**config.mk**
```make
export PLATFORM = sky130hd
export DESIGN_NAME = tick_timer
export DESIGN_NICKNAME = d
export VERILOG_FILES = /design/src/rtl/tt_pkg.sv /design/src/rtl/tt_compare.sv /design/src/rtl/tt_counter.sv /design/src/rtl/tt_ctrl.sv /design/src/rtl/tick_timer.sv
export SDC_FILE = /design/constraint.sdc
export NUM_CORES = 1
export LEC_CHECK = 0
export ABC_AREA = 1
export BUFFER_PORTS_ARGS = -buffer_cell sky130_fd_sc_hd__buf_2
export CELL_PAD_IN_SITES_DETAIL_PLACEMENT = 1
export CELL_PAD_IN_SITES_GLOBAL_PLACEMENT = 1
export CORE_UTILIZATION = 40
export CTS_CLUSTER_SIZE = 24
export DETAILED_ROUTE_END_ITERATION = 6
export HOLD_SLACK_MARGIN = 0.03
export PLACE_DENSITY = 0.88
export SLEW_MARGIN = 20
export SYNTH_ARGS = -nofsm -noshare
export SYNTH_HDL_FRONTEND = slang
export SYNTH_SLANG_ARGS = --single-unit
```
**constraint.sdc**
```tcl
create_clock -name clk -period 2.3 [get_ports clk]
set_clock_uncertainty 0.1 [all_clocks]
set_input_delay 0.115 -clock clk [delete_from_list [all_inputs] [get_ports clk]]
set_output_delay 0.115 -clock clk [all_outputs]
set_load 0.02 [all_outputs]
```
**src/rtl/tt_pkg.sv**
```systemverilog
package tt_pkg;

    typedef enum logic [1:0] {
        MODE_OFF    = 2'b00,
        MODE_RELOAD = 2'b01,
        MODE_SINGLE = 2'b10,
        MODE_FREE   = 2'b11
    } tt_mode_e;

    typedef enum logic [2:0] {
        ST_IDLE   = 3'd0,
        ST_RELOAD = 3'd1,
        ST_ARMED  = 3'd2,
        ST_HALTED = 3'd3,
        ST_FREE   = 3'd4
    } tt_state_e;

    typedef enum logic [1:0] {
        OP_HOLD  = 2'd0,
        OP_INC   = 2'd1,
        OP_CLEAR = 2'd2,
        OP_LOAD  = 2'd3
    } tt_cnt_op_e;

    function automatic tt_state_e mode_entry(input tt_mode_e m);
        tt_state_e s;
        unique case (m)
            MODE_OFF:    s = ST_IDLE;
            MODE_RELOAD: s = ST_RELOAD;
            MODE_SINGLE: s = ST_ARMED;
            MODE_FREE:   s = ST_FREE;
            default:     s = ST_IDLE;
        endcase
        return s;
    endfunction

endpackage

```
**src/rtl/tt_compare.sv**
```systemverilog
module tt_compare #(
    parameter int CNT_W = 32,
    parameter int PER_W = 28
) (
    input  logic             tick_en,
    input  logic [CNT_W-1:0] cnt,
    input  logic [PER_W-1:0] period,
    output logic             hit
);
    logic [PER_W-1:0] cnt_low;

    assign cnt_low = cnt[PER_W-1:0];
    assign hit     = tick_en && (cnt_low == period);

endmodule

```
**src/rtl/tt_counter.sv**
```systemverilog
module tt_counter
    import tt_pkg::*;
#(
    parameter int CNT_W = 32
) (
    input  logic             clk,
    input  logic             rst_n,
    input  tt_cnt_op_e       op,
    input  logic [CNT_W-1:0] load_val,
    output logic [CNT_W-1:0] cnt
);
    localparam logic [CNT_W-1:0] ONE = CNT_W'(1);

    logic [CNT_W-1:0] cnt_q;
    logic [CNT_W-1:0] cnt_d;

    always_comb begin
        unique case (op)
            OP_HOLD:  cnt_d = cnt_q;
            OP_INC:   cnt_d = cnt_q + ONE;
            OP_CLEAR: cnt_d = '0;
            OP_LOAD:  cnt_d = load_val;
            default:  cnt_d = cnt_q;
        endcase
    end

    always_ff @(posedge clk) begin
        if (!rst_n) cnt_q <= '0;
        else        cnt_q <= cnt_d;
    end

    assign cnt = cnt_q;

endmodule

```
**src/rtl/tt_ctrl.sv**
```systemverilog
module tt_ctrl
    import tt_pkg::*;
#(
    parameter int PER_W  = 28,
    parameter int DATA_W = 32
) (
    input  logic              clk,
    input  logic              rst_n,
    input  logic              tick_en,
    input  logic              hit,
    input  logic              mode_wr,
    input  logic [DATA_W-1:0] wr_data,
    output tt_state_e         state,
    output tt_cnt_op_e        run_op,
    output logic [PER_W-1:0]  period,
    output logic [DATA_W-1:0] mode_word,
    output logic              pend
);
    localparam int PEND_BIT = PER_W;
    localparam int IE_BIT   = PER_W + 1;
    localparam int MODE_LO  = PER_W + 2;

    tt_state_e        state_q, state_d;
    logic [PER_W-1:0] period_q;
    tt_mode_e         mode_q;
    logic             ie_q;
    logic             pend_q, pend_d;
    tt_mode_e         wr_mode;

    assign wr_mode = tt_mode_e'(wr_data[MODE_LO +: 2]);

    // state register
    always_ff @(posedge clk) begin
        if (!rst_n) state_q <= ST_IDLE;
        else        state_q <= state_d;
    end

    // transitions
    always_comb begin
        state_d = state_q;
        if (mode_wr) begin
            state_d = mode_entry(wr_mode);
        end else begin
            unique case (state_q)
                ST_IDLE:   state_d = ST_IDLE;
                ST_RELOAD: state_d = ST_RELOAD;
                ST_ARMED:  state_d = hit ? ST_HALTED : ST_ARMED;
                ST_HALTED: state_d = ST_HALTED;
                ST_FREE:   state_d = ST_FREE;
                default:   state_d = ST_IDLE;
            endcase
        end
    end

    // outputs: counter operation per state
    always_comb begin
        run_op = OP_HOLD;
        unique case (state_q)
            ST_IDLE:   run_op = OP_HOLD;
            ST_RELOAD: run_op = !tick_en ? OP_HOLD : (hit ? OP_CLEAR : OP_INC);
            ST_ARMED:  run_op = (!tick_en || hit) ? OP_HOLD : OP_INC;
            ST_HALTED: run_op = OP_HOLD;
            ST_FREE:   run_op = tick_en ? OP_INC : OP_HOLD;
            default:   run_op = OP_HOLD;
        endcase
    end

    // control word fields
    always_comb begin
        if (mode_wr) pend_d = wr_data[PEND_BIT];
        else         pend_d = pend_q | (hit & ie_q);
    end

    always_ff @(posedge clk) begin
        if (!rst_n) begin
            period_q <= '0;
            mode_q   <= MODE_OFF;
            ie_q     <= 1'b0;
            pend_q   <= 1'b0;
        end else begin
            pend_q <= pend_d;
            if (mode_wr) begin
                period_q <= wr_data[PER_W-1:0];
                mode_q   <= wr_mode;
                ie_q     <= wr_data[IE_BIT];
            end
        end
    end

    assign state     = state_q;
    assign period    = period_q;
    assign pend      = pend_q;
    assign mode_word = {mode_q, ie_q, pend_q, period_q};

endmodule

```
**src/rtl/tick_timer.sv**
```systemverilog
module tick_timer
    import tt_pkg::*;
#(
    parameter int DATA_W = 32,
    parameter int PER_W  = 28
) (
    input  logic              clk,
    input  logic              rst_n,
    input  logic              tick_en,
    input  logic              wr_en,
    input  logic              wr_sel,
    input  logic [DATA_W-1:0] wr_data,
    input  logic              rd_sel,
    output logic [DATA_W-1:0] rd_data,
    output logic              irq
);
    localparam int CNT_W = DATA_W;

    logic              cnt_wr;
    logic              mode_wr;
    logic              hit;
    logic [CNT_W-1:0]  cnt;
    logic [PER_W-1:0]  period;
    logic [DATA_W-1:0] mode_word;
    logic              pend;
    tt_state_e         state;
    tt_cnt_op_e        run_op;
    tt_cnt_op_e        cnt_op;

    assign cnt_wr  = wr_en && !wr_sel;
    assign mode_wr = wr_en && wr_sel;
    assign cnt_op  = cnt_wr ? OP_LOAD : run_op;

    tt_compare #(.CNT_W(CNT_W), .PER_W(PER_W)) u_cmp (
        .tick_en (tick_en),
        .cnt     (cnt),
        .period  (period),
        .hit     (hit)
    );

    tt_ctrl #(.PER_W(PER_W), .DATA_W(DATA_W)) u_ctrl (
        .clk       (clk),
        .rst_n     (rst_n),
        .tick_en   (tick_en),
        .hit       (hit),
        .mode_wr   (mode_wr),
        .wr_data   (wr_data),
        .state     (state),
        .run_op    (run_op),
        .period    (period),
        .mode_word (mode_word),
        .pend      (pend)
    );

    tt_counter #(.CNT_W(CNT_W)) u_cnt (
        .clk      (clk),
        .rst_n    (rst_n),
        .op       (cnt_op),
        .load_val (wr_data),
        .cnt      (cnt)
    );

    assign rd_data = rd_sel ? mode_word : cnt;
    assign irq     = pend;

endmodule

```
==> impl_results.md, run 1 <==
- Status: finished clean
- # setup viols final: 0
- Ys Warns: 0
- Vias: 5,758
- Cells after Synth: roughly 800
- GRT Util Overall: 30.3%
- Post-Synthesis Mean Instance Area: just under 6 sq um
- Clock power share: 43.3%
- Fin util: between 50% and 60%
- Max IR drop VDD: 0.496 mV
- WL/cell: 17.4 um
- Worst min-delay path category: input pin to register
- Wl on met1: between 8000 and 9000 um
- CTS tree: done
- DRT antenna net count: 0
- Drt pass-1 iters: 5
- ANT cells: 0
- Core Region: between 0.01 and 0.015 sq mm
- I/O Buffers: 70
- Layout cell share with drive strength beyond 1: 19.8%
- First-pass GRT wire length: 29,600 um
- Lkg Pwr: 2.65 nW
- DR iter-0 viols: 308
- Post-synthesis cell type count: 37
- Syn Nets: 837
- Metal2 WL: 8980 um
- Area grow syn2layout: 28.8%
- Final Max Tran Viols: 0
- FP Rows: 39
- FMAX: 0.438 GHz
- Uppermost layer routed: met4
- #FFs+latches synth: 67
- Pin count of the biggest net entering global routing: 32
- Drc violations: 0
- Clock buffer depth: 2
- Met3 WL: 774 um
- Switching Fraction: 29.5%
- Register area: 0.00136 sq mm
- Final wirelength: about 18,000 um
- Final period util: between 90% and 100%
- Synthesized area: 0.00473 sq mm
- CP Capture Type: register
- Total congestion overflow: 0
- Clock sinks: 67
- Via density per instance: 5.44
- Worst setup SP type: register
- Maximum fanout along the worst path: 14
- NetSw: 0.000997 W
- Die height: 111 um
- P per Cell Area: 556 mW/mm^2
- Initial antenna violation count: 0
- CTS clock-pin slew for the worst setup and hold paths: 0.06 ns
- Tmin final: around 2.3 ns
- Flop pwr share: 37.3%
- GP Congestion: 0.877
- Sequential share of the synthesized area: 28.4%
- Max-Cap Viols: 0
- # IOs: 71
- Final Hold Viols: 0
- Req. time, crit path: 2.46 ns
- Ys async rst share: 0%
- Worst EP arrival: 2.45 ns
- Die footprint: 0.0123 sq mm
- EDFF count, synth: 0
- Number of global-route vias before repair: approximately 5,900
- CTS Buf Count: 9
- Fill cells: between 1,500 and 2,000
- Commonest register cell after synthesis: dfxtp_1
- WS Path Type: register to register
- Die Wd: 111 um
- Slew headroom: 62.0%
- Clk_lat worst skew: ~0.35 ns
- Worst-Margin Slew: 0.570 ns
- CTS Root Cell: clkbuf_16
- Initial core utilization: between 40% and 50%
- Multi-input logic area: 0.00289 sq mm
- CTS HTree Levels: 3
- Post-DP HPWL: 12,500 um
- Combinational power share: 19.4%
- Worst hold slack: 0.0633 ns
- Nets: 950
- Int Pwr: 0.00239 W
-- cell usage in the layout (no fill, tap or decap), types with 2 or more instances in the layout --
| cell type | Yosys | final |
|---|---|---|
| nand2_1 | 245 | 244 |
| nand3_1 | 82 | 80 |
| nor2_1 | 86 | 79 |
| inv_1 | 81 | 78 |
| buf_2 | 5 | 70 |
| o21ai_0 | 60 | 60 |
| dfxtp_1 | 67 | 55 |
| a21oi_1 | 42 | 42 |
| buf_4 | 4 | 33 |
| dlygate4sd3_1 | 0 | 32 |
| nor3_1 | 17 | 17 |
| nand2_2 | 11 | 12 |
| xor2_1 | 12 | 12 |
| a21oi_2 | 10 | 10 |
| clkbuf_16 | 0 | 9 |
| dfxtp_2 | 0 | 9 |
| nor2_2 | 3 | 8 |
| a21boi_0 | 11 | 8 |
| inv_2 | 3 | 6 |
| nand4_1 | 6 | 6 |
| buf_12 | 1 | 5 |
| xnor2_1 | 4 | 4 |
| a21boi_1 | 1 | 4 |
| nand3_2 | 1 | 3 |
| nand2_4 | 2 | 3 |
| clkbuf_8 | 0 | 3 |
| clkbuf_1 | 22 | 3 |
| dfxtp_4 | 0 | 3 |
| mux2_2 | 2 | 2 |
| nor2_4 | 0 | 2 |
| a31oi_1 | 2 | 2 |
| o21ai_1 | 2 | 2 |
-- Yosys cell counts, types with 2 or more instances --
master	instances	area, sq um
nor2_2	3	18.8
nand2_1	245	920
nand3_1	82	410
dfxtp_1	67	1340
a21oi_1	42	210
inv_2	3	11.3
nand4_1	6	37.5
inv_1	81	304
mux2_2	2	22.5
nand2_4	2	22.5
o21ai_1	2	10.0
xor2_1	12	105
clkbuf_1	22	82.6
nor3_1	17	85.1
o21ai_0	60	300
nand2_2	11	68.8
a21oi_2	10	87.6
buf_4	4	30.0
buf_1	2	7.51
xnor2_1	4	35.0
nor2_1	86	323
buf_6	5	56.3
a31oi_1	2	12.5
a21boi_0	11	82.6
buf_2	5	25.0
-- power groups by stage --
| stage | Sequential, W | Clock [W] | Combinational [W] |
|---|---|---|---|
| 2_1_floorplan | 0.00128 | 0 | 0.000374 |
| 3_3_place_gp | 0.00128 | 0 | 0.000558 |
| 3_5_place_dp | 0.00129 | 0 | 0.000571 |
| 4_1_cts | 0.00126 | 0.00148 | 0.000622 |
| 5_1_grt | 0.00127 | 0.00152 | 0.000716 |
| 6_report | 0.00126 | 0.00146 | 0.000655 |
-- registers in the layout (all words and copies together) (netlist names) --
signal,cells
u_ctrl.pend,1
u_ctrl.state,3
u_cnt.cnt,32
u_ctrl.ie_q,1
u_ctrl.period,28
u_ctrl.mode_q,2
-- worst max-delay path, stage by stage, from the launching register on --
cell and delay (ns):
dfxtp_1 0.32, buf_4 0.16, nand2_1 0.06, nand2_1 0.06
nor2_1 0.13, nand2_1 0.12, nor2_4 0.16, nand2_1 0.12
nor2_2 0.18, nand3_2 0.12, nand2_4 0.14, inv_8 0.08
nand2_4 0.19, nand2_2 0.08, a21oi_2 0.19
-- per-layer routing --
metal	vias up	GRT usage, %
li1	2777	-
met1	2768	36.6
met2	169	53.2
met3	44	3.99
met4	0	13.9
met5	-	0
-- cell families (layout without fill, tap and decap cells) --
kind of cell,after synthesis,after routing,synth area share [%]
compound gates,131,131,15.5
buf+inv,125,242,11.6
fa+ha+maj,1,1,0.265
mux,2,2,0.476
simple gates,456,457,40.8
xor+xnor,16,16,2.96
flops,67,67,28.4
-- path summary, 6_finish.rpt --
path	slack (ns)	endpoint	cells after the start	from
setup / recovery	0.02	u_cnt.cnt[27]	14	u_cnt.cnt[11]
hold / removal	0.06	u_ctrl.period[27]	3	rst_n
setup reg to reg	0.02	u_cnt.cnt[27]	14	u_cnt.cnt[11]
hold reg to reg	0.37	u_ctrl.mode_q[1]	2	u_ctrl.mode_q[1]
-- per-stage QoR --
| step | setup slack [ns] | total power (W) | std cells | instance area, sq um | TNS (ns) |
|---|---|---|---|---|---|
| 3_3_place_gp | 0.151 | 0.00184 | 1008 | 5370 | 0 |
| 4_1_cts | 0.0143 | 0.00336 | 1056 | 6000 | 0 |
| 3_5_place_dp | 0.0588 | 0.00186 | 1008 | 5370 | 0 |
| 6_report | 0.0171 | 0.00338 | 1059 | 6090 | 0 |
| 2_1_floorplan | 0.384 | 0.00165 | 798 | 4730 | 0 |
| 5_1_grt | -0.0779 | 0.00351 | 1059 | 6090 | -0.768 |
-- what timing repair did --
item | CTS | global route
endpoints found under the setup margin | 0 | 32
hold buffers | 32 | 0
endpoints found under the hold margin | 36 | 0
gates resized for setup | 0 | 33
setup buffers | 0 | 2
-- final cells by class --
class | count | area share (%)
clock buffer | 15 | 4.56
clock inverter | 1 | 0.493
inverter | 86 | 5.42
multi-input combinational | 607 | 47.5
sequential | 67 | 22.4
tap | 143 | 2.94
timing repair buffer | 140 | 16.7
No activity file was read; power rests on OpenSTA's default activity.
==> run 2: changes to the inputs <==
--- a/config.mk
+++ b/config.mk
@@ -14,6 +14,7 @@
 export DETAILED_ROUTE_END_ITERATION = 6
 export HOLD_SLACK_MARGIN = 0.03
 export PLACE_DENSITY = 0.88
+export REMOVE_ABC_BUFFERS = 1
 export SLEW_MARGIN = 20
 export SYNTH_ARGS = -nofsm -noshare
 export SYNTH_HDL_FRONTEND = slang
==> impl_results.md, run 2 (same netlist as run 1, synthesis figures left out) <==
- Status: finished clean (unchanged)
- CP top delay family: simple AND/OR/NAND/NOR gates (unchanged)
- WL/cell: 18.3 um (was 17.4 um)
- I/O Buffers: 70 (unchanged)
- Die footprint: 0.0123 sq mm (unchanged)
- Post-CTS Setup Bufs: 0 (unchanged)
- CTS clock-pin slew for the worst setup and hold paths: 0.06 ns (about the same)
- GP Congestion: 0.931 (was 0.877)
- Pin count of the biggest net entering global routing: 37 (was 32)
- Worst path bufs/invs: 2 (unchanged)
- PnR worst setup slack: 0.0198 ns (was 0.0171 ns)
- Lkg Pwr: 2.61 nW (was 2.65 nW)
- Tmin final: 2.28 ns (about the same)
- Clock sinks: 67 (unchanged)
- CTS HTree Levels: 3 (unchanged)
- FMAX: 0.439 GHz (was 0.438 GHz)
- Clock power share: 45.0% (was 43.3%)
- CP Capture Type: register (unchanged)
- Worst setup SP type: register (unchanged)
- Slew headroom: 59.8% (was 62.0%)
- Req. time, crit path: 2.41 ns (was 2.46 ns)
- # IOs: 71 (unchanged)
- P per Cell Area: 575 mW/mm^2 (was 556 mW/mm^2)
- Commonest non-fill, non-tap cells in the layout: nand2_1, inv_1, nand3_1 (was nand2_1, nand3_1, nor2_1)
- Clk_lat worst skew: 0.35 ns (about the same)
- Initial antenna violation count: 0 (unchanged)
- Die Wd: 111 um (unchanged)
- ANT cells: 0 (unchanged)
- Max-Cap Viols: 0 (unchanged)
- Core Region: 0.0115 sq mm (unchanged)
- Die height: 111 um (unchanged)
- Via density per instance: 5.63 (was 5.44)
- Drt pass-1 iters: 5 (unchanged)
- Final wirelength: 19,200 um (was 18,400 um)
- Layout cell share with drive strength beyond 1: 19.9% (was 19.8%)
- Commonest non-fill, non-tap cell in the layout: nand2_1 (unchanged)
- Final period util: 99.1% (was 99.3%)
- WS Path Type: register to register (unchanged)
- Worst EP arrival: 2.39 ns (was 2.45 ns)
- CTS Buf Count: 9 (unchanged)
- Worst min-delay path category: input pin to register (unchanged)
- Crit-path slowest cell: nor3_1 (was dfxtp_1)
- CP max stage delay: 0.46 ns (was 0.32 ns)
- Int Pwr: 0.00245 W (was 0.00239 W)
- Final Max Tran Viols: 0 (unchanged)
- GRT Util Overall: 31.4% (was 30.3%)
- Initial core utilization: 41.2% (unchanged)
- Clock buffer depth: 2 (unchanged)
- # setup viols final: 0 (unchanged)
- Area grow syn2layout: 27.7% (was 28.8%)
- Total power: 0.00347 W (was 0.00338 W)
- Placement Setup Slack: -0.0200 ns (was 0.0588 ns)
- CTS tree: done (unchanged)
- DRT antenna net count: 0 (unchanged)
- Final Hold Viols: 0 (unchanged)
- Number of global-route vias before repair: 5,915 (was 5,852)
- Flop pwr share: 36.6% (was 37.3%)
- Drc violations: 0 (unchanged)
- Switching Fraction: 29.4% (was 29.5%)
- Top cell by count, worst path: nand2_1 (unchanged)
- Post-DP HPWL: 12,600 um (was 12,500 um)
- Worst-Margin Slew: 0.602 ns (was 0.570 ns)
- First-pass GRT wire length: 30,600 um (was 29,600 um)
- DR iter-0 viols: 324 (was 308)
- Combinational power share: 18.5% (was 19.4%)
- Maximum fanout along the worst path: 6 (was 14)
- Largest register FFs: 32 (unchanged)
- Total congestion overflow: 0 (unchanged)
- Max IR drop VDD: 0.304 mV (was 0.496 mV)
- Critical-path cell list: inv_1 -> nor3_1 -> inv_1 -> nor3_1 -> nand2_1 -> nand2_1 -> nand2_1 -> nand3_1 -> nand2_1 -> nand2_2 -> a21oi_2 (was buf_4 -> nand2_1 -> nand2_1 -> nor2_1 -> nand2_1 -> nor2_4 -> nand2_1 -> nor2_2 -> nand3_2 -> nand2_4 -> inv_8 -> nand2_4 -> nand2_2 -> a21oi_2)
- FP Rows: 39 (unchanged)
- Nets: 940 (was 950)
- CTS Root Cell: clkbuf_16 (unchanged)
- Vias: 5,909 (was 5,758)
- NetSw: 0.00102 W (was 0.000997 W)
run 2: power by group through the flow:
stage	Combinational (W)	Sequential (W)	Clock, W
final	0.000641	0.00127	0.00156
after global routing	0.000698	0.00128	0.00161
after CTS	0.000608	0.00127	0.00156
after detailed placement	0.000559	0.00129	0
after global placement	0.000541	0.00129	0
after floorplan	0.000324	0.00128	0
run 2: area by class of cell:
type,count,area [sq um]
Multi-Input combinational cell,606,2900
Fill cell,1590,5430
Timing Repair Buffer,131,931
Sequential cell,67,1370
Tap cell,143,179
Clock inverter,5,75.1
Clock buffer,11,253
Inverter,86,325
run 2: path summary, 6_finish.rpt:
path	end	slack, ns	cells after the start	from
min reg2reg	u_ctrl.mode_q[1]	0.37	2	u_ctrl.mode_q[1]
min	u_ctrl.period[19]	0.03	3	wr_data[19]
max reg2reg	u_cnt.cnt[27]	0.02	11	u_cnt.cnt[19]
max	u_cnt.cnt[27]	0.02	11	u_cnt.cnt[19]
run 2: worst register-to-register path: stages (launching register included):
cell	delay, ns
dfxtp_1	0.42
inv_1	0.17
nor3_1	0.46
inv_1	0.10
nor3_1	0.39
nand2_1	0.12
nand2_1	0.08
nand2_1	0.05
nand3_1	0.07
nand2_1	0.07
nand2_2	0.07
a21oi_2	0.05
run 2: repair_timing:
action / in CTS / in global routing
endpoints found under the setup margin: 18 / 32
endpoints found under the hold margin: 39 / 0
gates cloned: 0 / 0
pin swaps: 0 / 1
hold buffers: 31 / 0
gates resized for setup: 12 / 26
run 2: layer usage:
| layer | share of wire (%) | wire [um] | global-route usage [%] | up-vias |
|---|---|---|---|---|
| met5 | 0 | 0 | 0 | - |
| met4 | 4.8 | 916 | 17.2 | 0 |
| met3 | 6.1 | 1180 | 6.07 | 80 |
| met2 | 47 | 9050 | 51.9 | 265 |
| met1 | 42 | 8080 | 38.3 | 2817 |
| li1 | - | - | - | 2747 |
run 2: metrics by stage:
stage	std cells	cell area, sq um	utilization (%)	TNS, ns	hold slack, ns
detailed placement	1002	5300	46.2	-0.0200	0.301
floorplan	759	4510	-	-9.09	0.141
global placement	1002	5300	46.2	0	0.283
global route	1049	6030	52.6	-0.0264	0.0634
finish	1049	6030	52.6	0	0.0325
CTS	1049	5960	52.0	0	0.0318
==> run 3: changes to the inputs <==
--- a/config.mk
+++ b/config.mk
@@ -9,11 +9,11 @@
 export BUFFER_PORTS_ARGS = -buffer_cell sky130_fd_sc_hd__buf_2
 export CELL_PAD_IN_SITES_DETAIL_PLACEMENT = 1
 export CELL_PAD_IN_SITES_GLOBAL_PLACEMENT = 1
-export CORE_UTILIZATION = 40
+export CORE_UTILIZATION = 31
 export CTS_CLUSTER_SIZE = 24
 export DETAILED_ROUTE_END_ITERATION = 6
 export HOLD_SLACK_MARGIN = 0.03
-export PLACE_DENSITY = 0.88
+export PLACE_DENSITY = 0.73
 export REMOVE_ABC_BUFFERS = 1
 export SLEW_MARGIN = 20
 export SYNTH_ARGS = -nofsm -noshare
==> impl_results.md, run 3 (same netlist as run 1, synthesis figures left out) <==
- Status: finished with violations (was finished clean)
- Failing checks: DRC
- First-pass GRT wire length: 28,600 um (was 30,600 um)
- Critical-path cell list: inv_1 -> nand2_1 -> nand2_1 -> nand2_1 -> nor2_1 -> nand3_1 -> o21ai_1 -> nand2_2 -> nand2_4 -> buf_12 -> nand3_1 -> a21oi_1 (was inv_1 -> nor3_1 -> inv_1 -> nor3_1 -> nand2_1 -> nand2_1 -> nand2_1 -> nand3_1 -> nand2_1 -> nand2_2 -> a21oi_2)
- Post-DP HPWL: 12,400 um (was 12,600 um)
- Tmin final: 2.20 ns (was 2.28 ns)
- Worst min-delay path category: input pin to register (unchanged)
- Drt pass-1 iters: 7 (was 5)
- Req. time, crit path: 2.46 ns (was 2.41 ns)
- NetSw: 0.00102 W (about the same)
- WL/cell: 16.1 um (was 18.3 um)
- Final cell count without fillers: 1,107 (was 1,049)
- Max IR drop VDD: 0.354 mV (was 0.304 mV)
- Largest register FFs: 32 (unchanged)
- CP top delay family: simple AND/OR/NAND/NOR gates (unchanged)
- Via density per instance: 5.00 (was 5.63)
- DP Cell Count: 1,051 (was 1,002)
- # setup viols final: 0 (unchanged)
- Die footprint: 0.0157 sq mm (was 0.0123 sq mm)
- Combinational power share: 18.5% (about the same)
- Die Wd: 125 um (was 111 um)
- Placement Setup Slack: -0.0792 ns (was -0.0200 ns)
- DRT antenna net count: 0 (unchanged)
- CTS clock-pin slew for the worst setup and hold paths: 0.06 ns (about the same)
- CP max stage delay: 0.34 ns (was 0.46 ns)
- Commonest non-fill, non-tap cell in the layout: nand2_1 (unchanged)
- Clock power share: 45.3% (was 45.0%)
- Maximum fanout along the worst path: 12 (was 6)
- Total power: 0.00348 W (was 0.00347 W)
- Sum Neg Setup Slack: 0 ns (unchanged)
- Top cell by count, worst path: nand2_1 (unchanged)
- Clock buffer depth: 2 (unchanged)
- Initial antenna violation count: 0 (unchanged)
- Worst-Margin Slew: 0.643 ns (was 0.602 ns)
- Final wirelength: 17,900 um (was 19,200 um)
- CP Capture Type: register (unchanged)
- Multi-input logic area: 0.00290 sq mm (about the same)
- Final Hold Viols: 0 (unchanged)
- Worst setup SP type: register (unchanged)
- Total congestion overflow: 0 (unchanged)
- # IOs: 71 (unchanged)
- ANT cells: 0 (unchanged)
- Switching Fraction: 29.3% (was 29.4%)
- PnR worst setup slack: 0.103 ns (was 0.0198 ns)
- Worst EP arrival: 2.36 ns (was 2.39 ns)
- I/O Buffers: 70 (unchanged)
- Pin count of the biggest net entering global routing: 60 (was 37)
- FP Rows: 44 (was 39)
- Slew headroom: 57.1% (was 59.8%)
- WS Path Type: register to register (unchanged)
- Vias: 5,537 (was 5,909)
- Number of global-route vias before repair: 5,456 (was 5,915)
- Fill cells: 1,988 (was 1,590)
- Placed cell area: 0.00543 sq mm (was 0.00530 sq mm)
- FMAX: 0.455 GHz (was 0.439 GHz)
- Int Pwr: 0.00246 W (was 0.00245 W)
- Final Max Tran Viols: 0 (unchanged)
- Flop pwr share: 36.2% (was 36.6%)
- Clock sinks: 67 (unchanged)
- Layout cell share with drive strength beyond 1: 20.3% (was 19.9%)
- Nets: 957 (was 940)
- CTS Root Cell: clkbuf_16 (unchanged)
- Initial core utilization: 32.2% (was 41.2%)
- Clk_lat worst skew: 0.35 ns (about the same)
- CTS HTree Levels: 3 (unchanged)
- GP Congestion: 0.829 (was 0.931)
- DR iter-0 viols: 288 (was 324)
- Commonest non-fill, non-tap cells in the layout: nand2_1, inv_1, nand3_1 (unchanged)
- Core Region: 0.0147 sq mm (was 0.0115 sq mm)
- Area grow syn2layout: 31.8% (was 27.7%)
- CTS tree: done (unchanged)
- Drc violations: 5 (was 0)
- Max-Cap Viols: 0 (unchanged)
- Worst path bufs/invs: 2 (unchanged)
- Lkg Pwr: 2.68 nW (was 2.61 nW)
- Final period util: 95.5% (was 99.1%)
- Crit-path slowest cell: dfxtp_1 (was nor3_1)
- Register area: 0.00137 sq mm (about the same)
- P per Cell Area: 559 mW/mm^2 (was 575 mW/mm^2)
- GRT Util Overall: 23.3% (was 31.4%)
- Design area: 0.00623 sq mm (was 0.00603 sq mm)
- CTS Buf Count: 9 (unchanged)
- Die height: 125 um (was 111 um)
## run 3: cell count changes in the layout (fill, tap and decap cells not counted), sizes merged
cell,before,now
buf,100,111
dlygate4sd3,31,37
## run 3: worst paths after layout
path | startpoint | end | slack, ns | cells past startpoint
max reg2reg | u_cnt.cnt[13] | u_cnt.cnt[2] | 0.10 | 12
max | u_cnt.cnt[13] | u_cnt.cnt[2] | 0.10 | 12
min reg2reg | u_ctrl.mode_q[1] | u_ctrl.mode_q[1] | 0.37 | 2
min | tick_en | u_ctrl.state[0] | 0.18 | 3
## run 3: power groups by stage
stage	Clock [W]	Sequential [W]	Combinational (W)
detailed placement	0	0.00129	0.000574
floorplan	0	0.00128	0.000324
CTS	0.00160	0.00126	0.000628
global placement	0	0.00129	0.000566
finish	0.00158	0.00126	0.000644
global route	0.00164	0.00127	0.000708
## run 3: final cells by class
cell class,instances,area share [%]
clock buffer,11,4.06
clock inverter,5,1.21
inverter,86,5.22
multi-input combinational,606,46.6
sequential,67,21.9
tap,184,3.70
timing repair buffer,148,17.3
## run 3: worst min-delay path, cell delays in order
cell	delay [ns]
buf_2	0.25
nand3b_1	0.16
a21oi_1	0.06
## run 3: repair_timing
item | CTS | global route
endpoints found under the setup margin | 23 | 32
cloned | 0 | 0
hold buffers | 37 | 0
hold endpoints to repair | 46 | 0
buffers inserted | 0 | 3
pin swaps | 0 | 6
gates resized for setup | 2 | 31
## run 3: metal layers
layer / track usage (%) / part of all wire [%] / up-vias
met5: 0 / 0 / -
li1: - / - / 2782
met2: 38.1 / 46 / 108
met1: 31.2 / 48 / 2628
met4: 8.54 / 1.7 / 0
met3: 3.08 / 3.9 / 19
## run 3: stage by stage
| step | hold WS, ns | utilization (%) |
|---|---|---|
| 6_report | 0.184 | 42.4 |
| 5_1_grt | 0.184 | 42.4 |
| 4_1_cts | 0.161 | 41.7 |
| 3_5_place_dp | 0.299 | 36.9 |
| 3_3_place_gp | 0.288 | 36.9 |
| 2_1_floorplan | 0.141 | - |
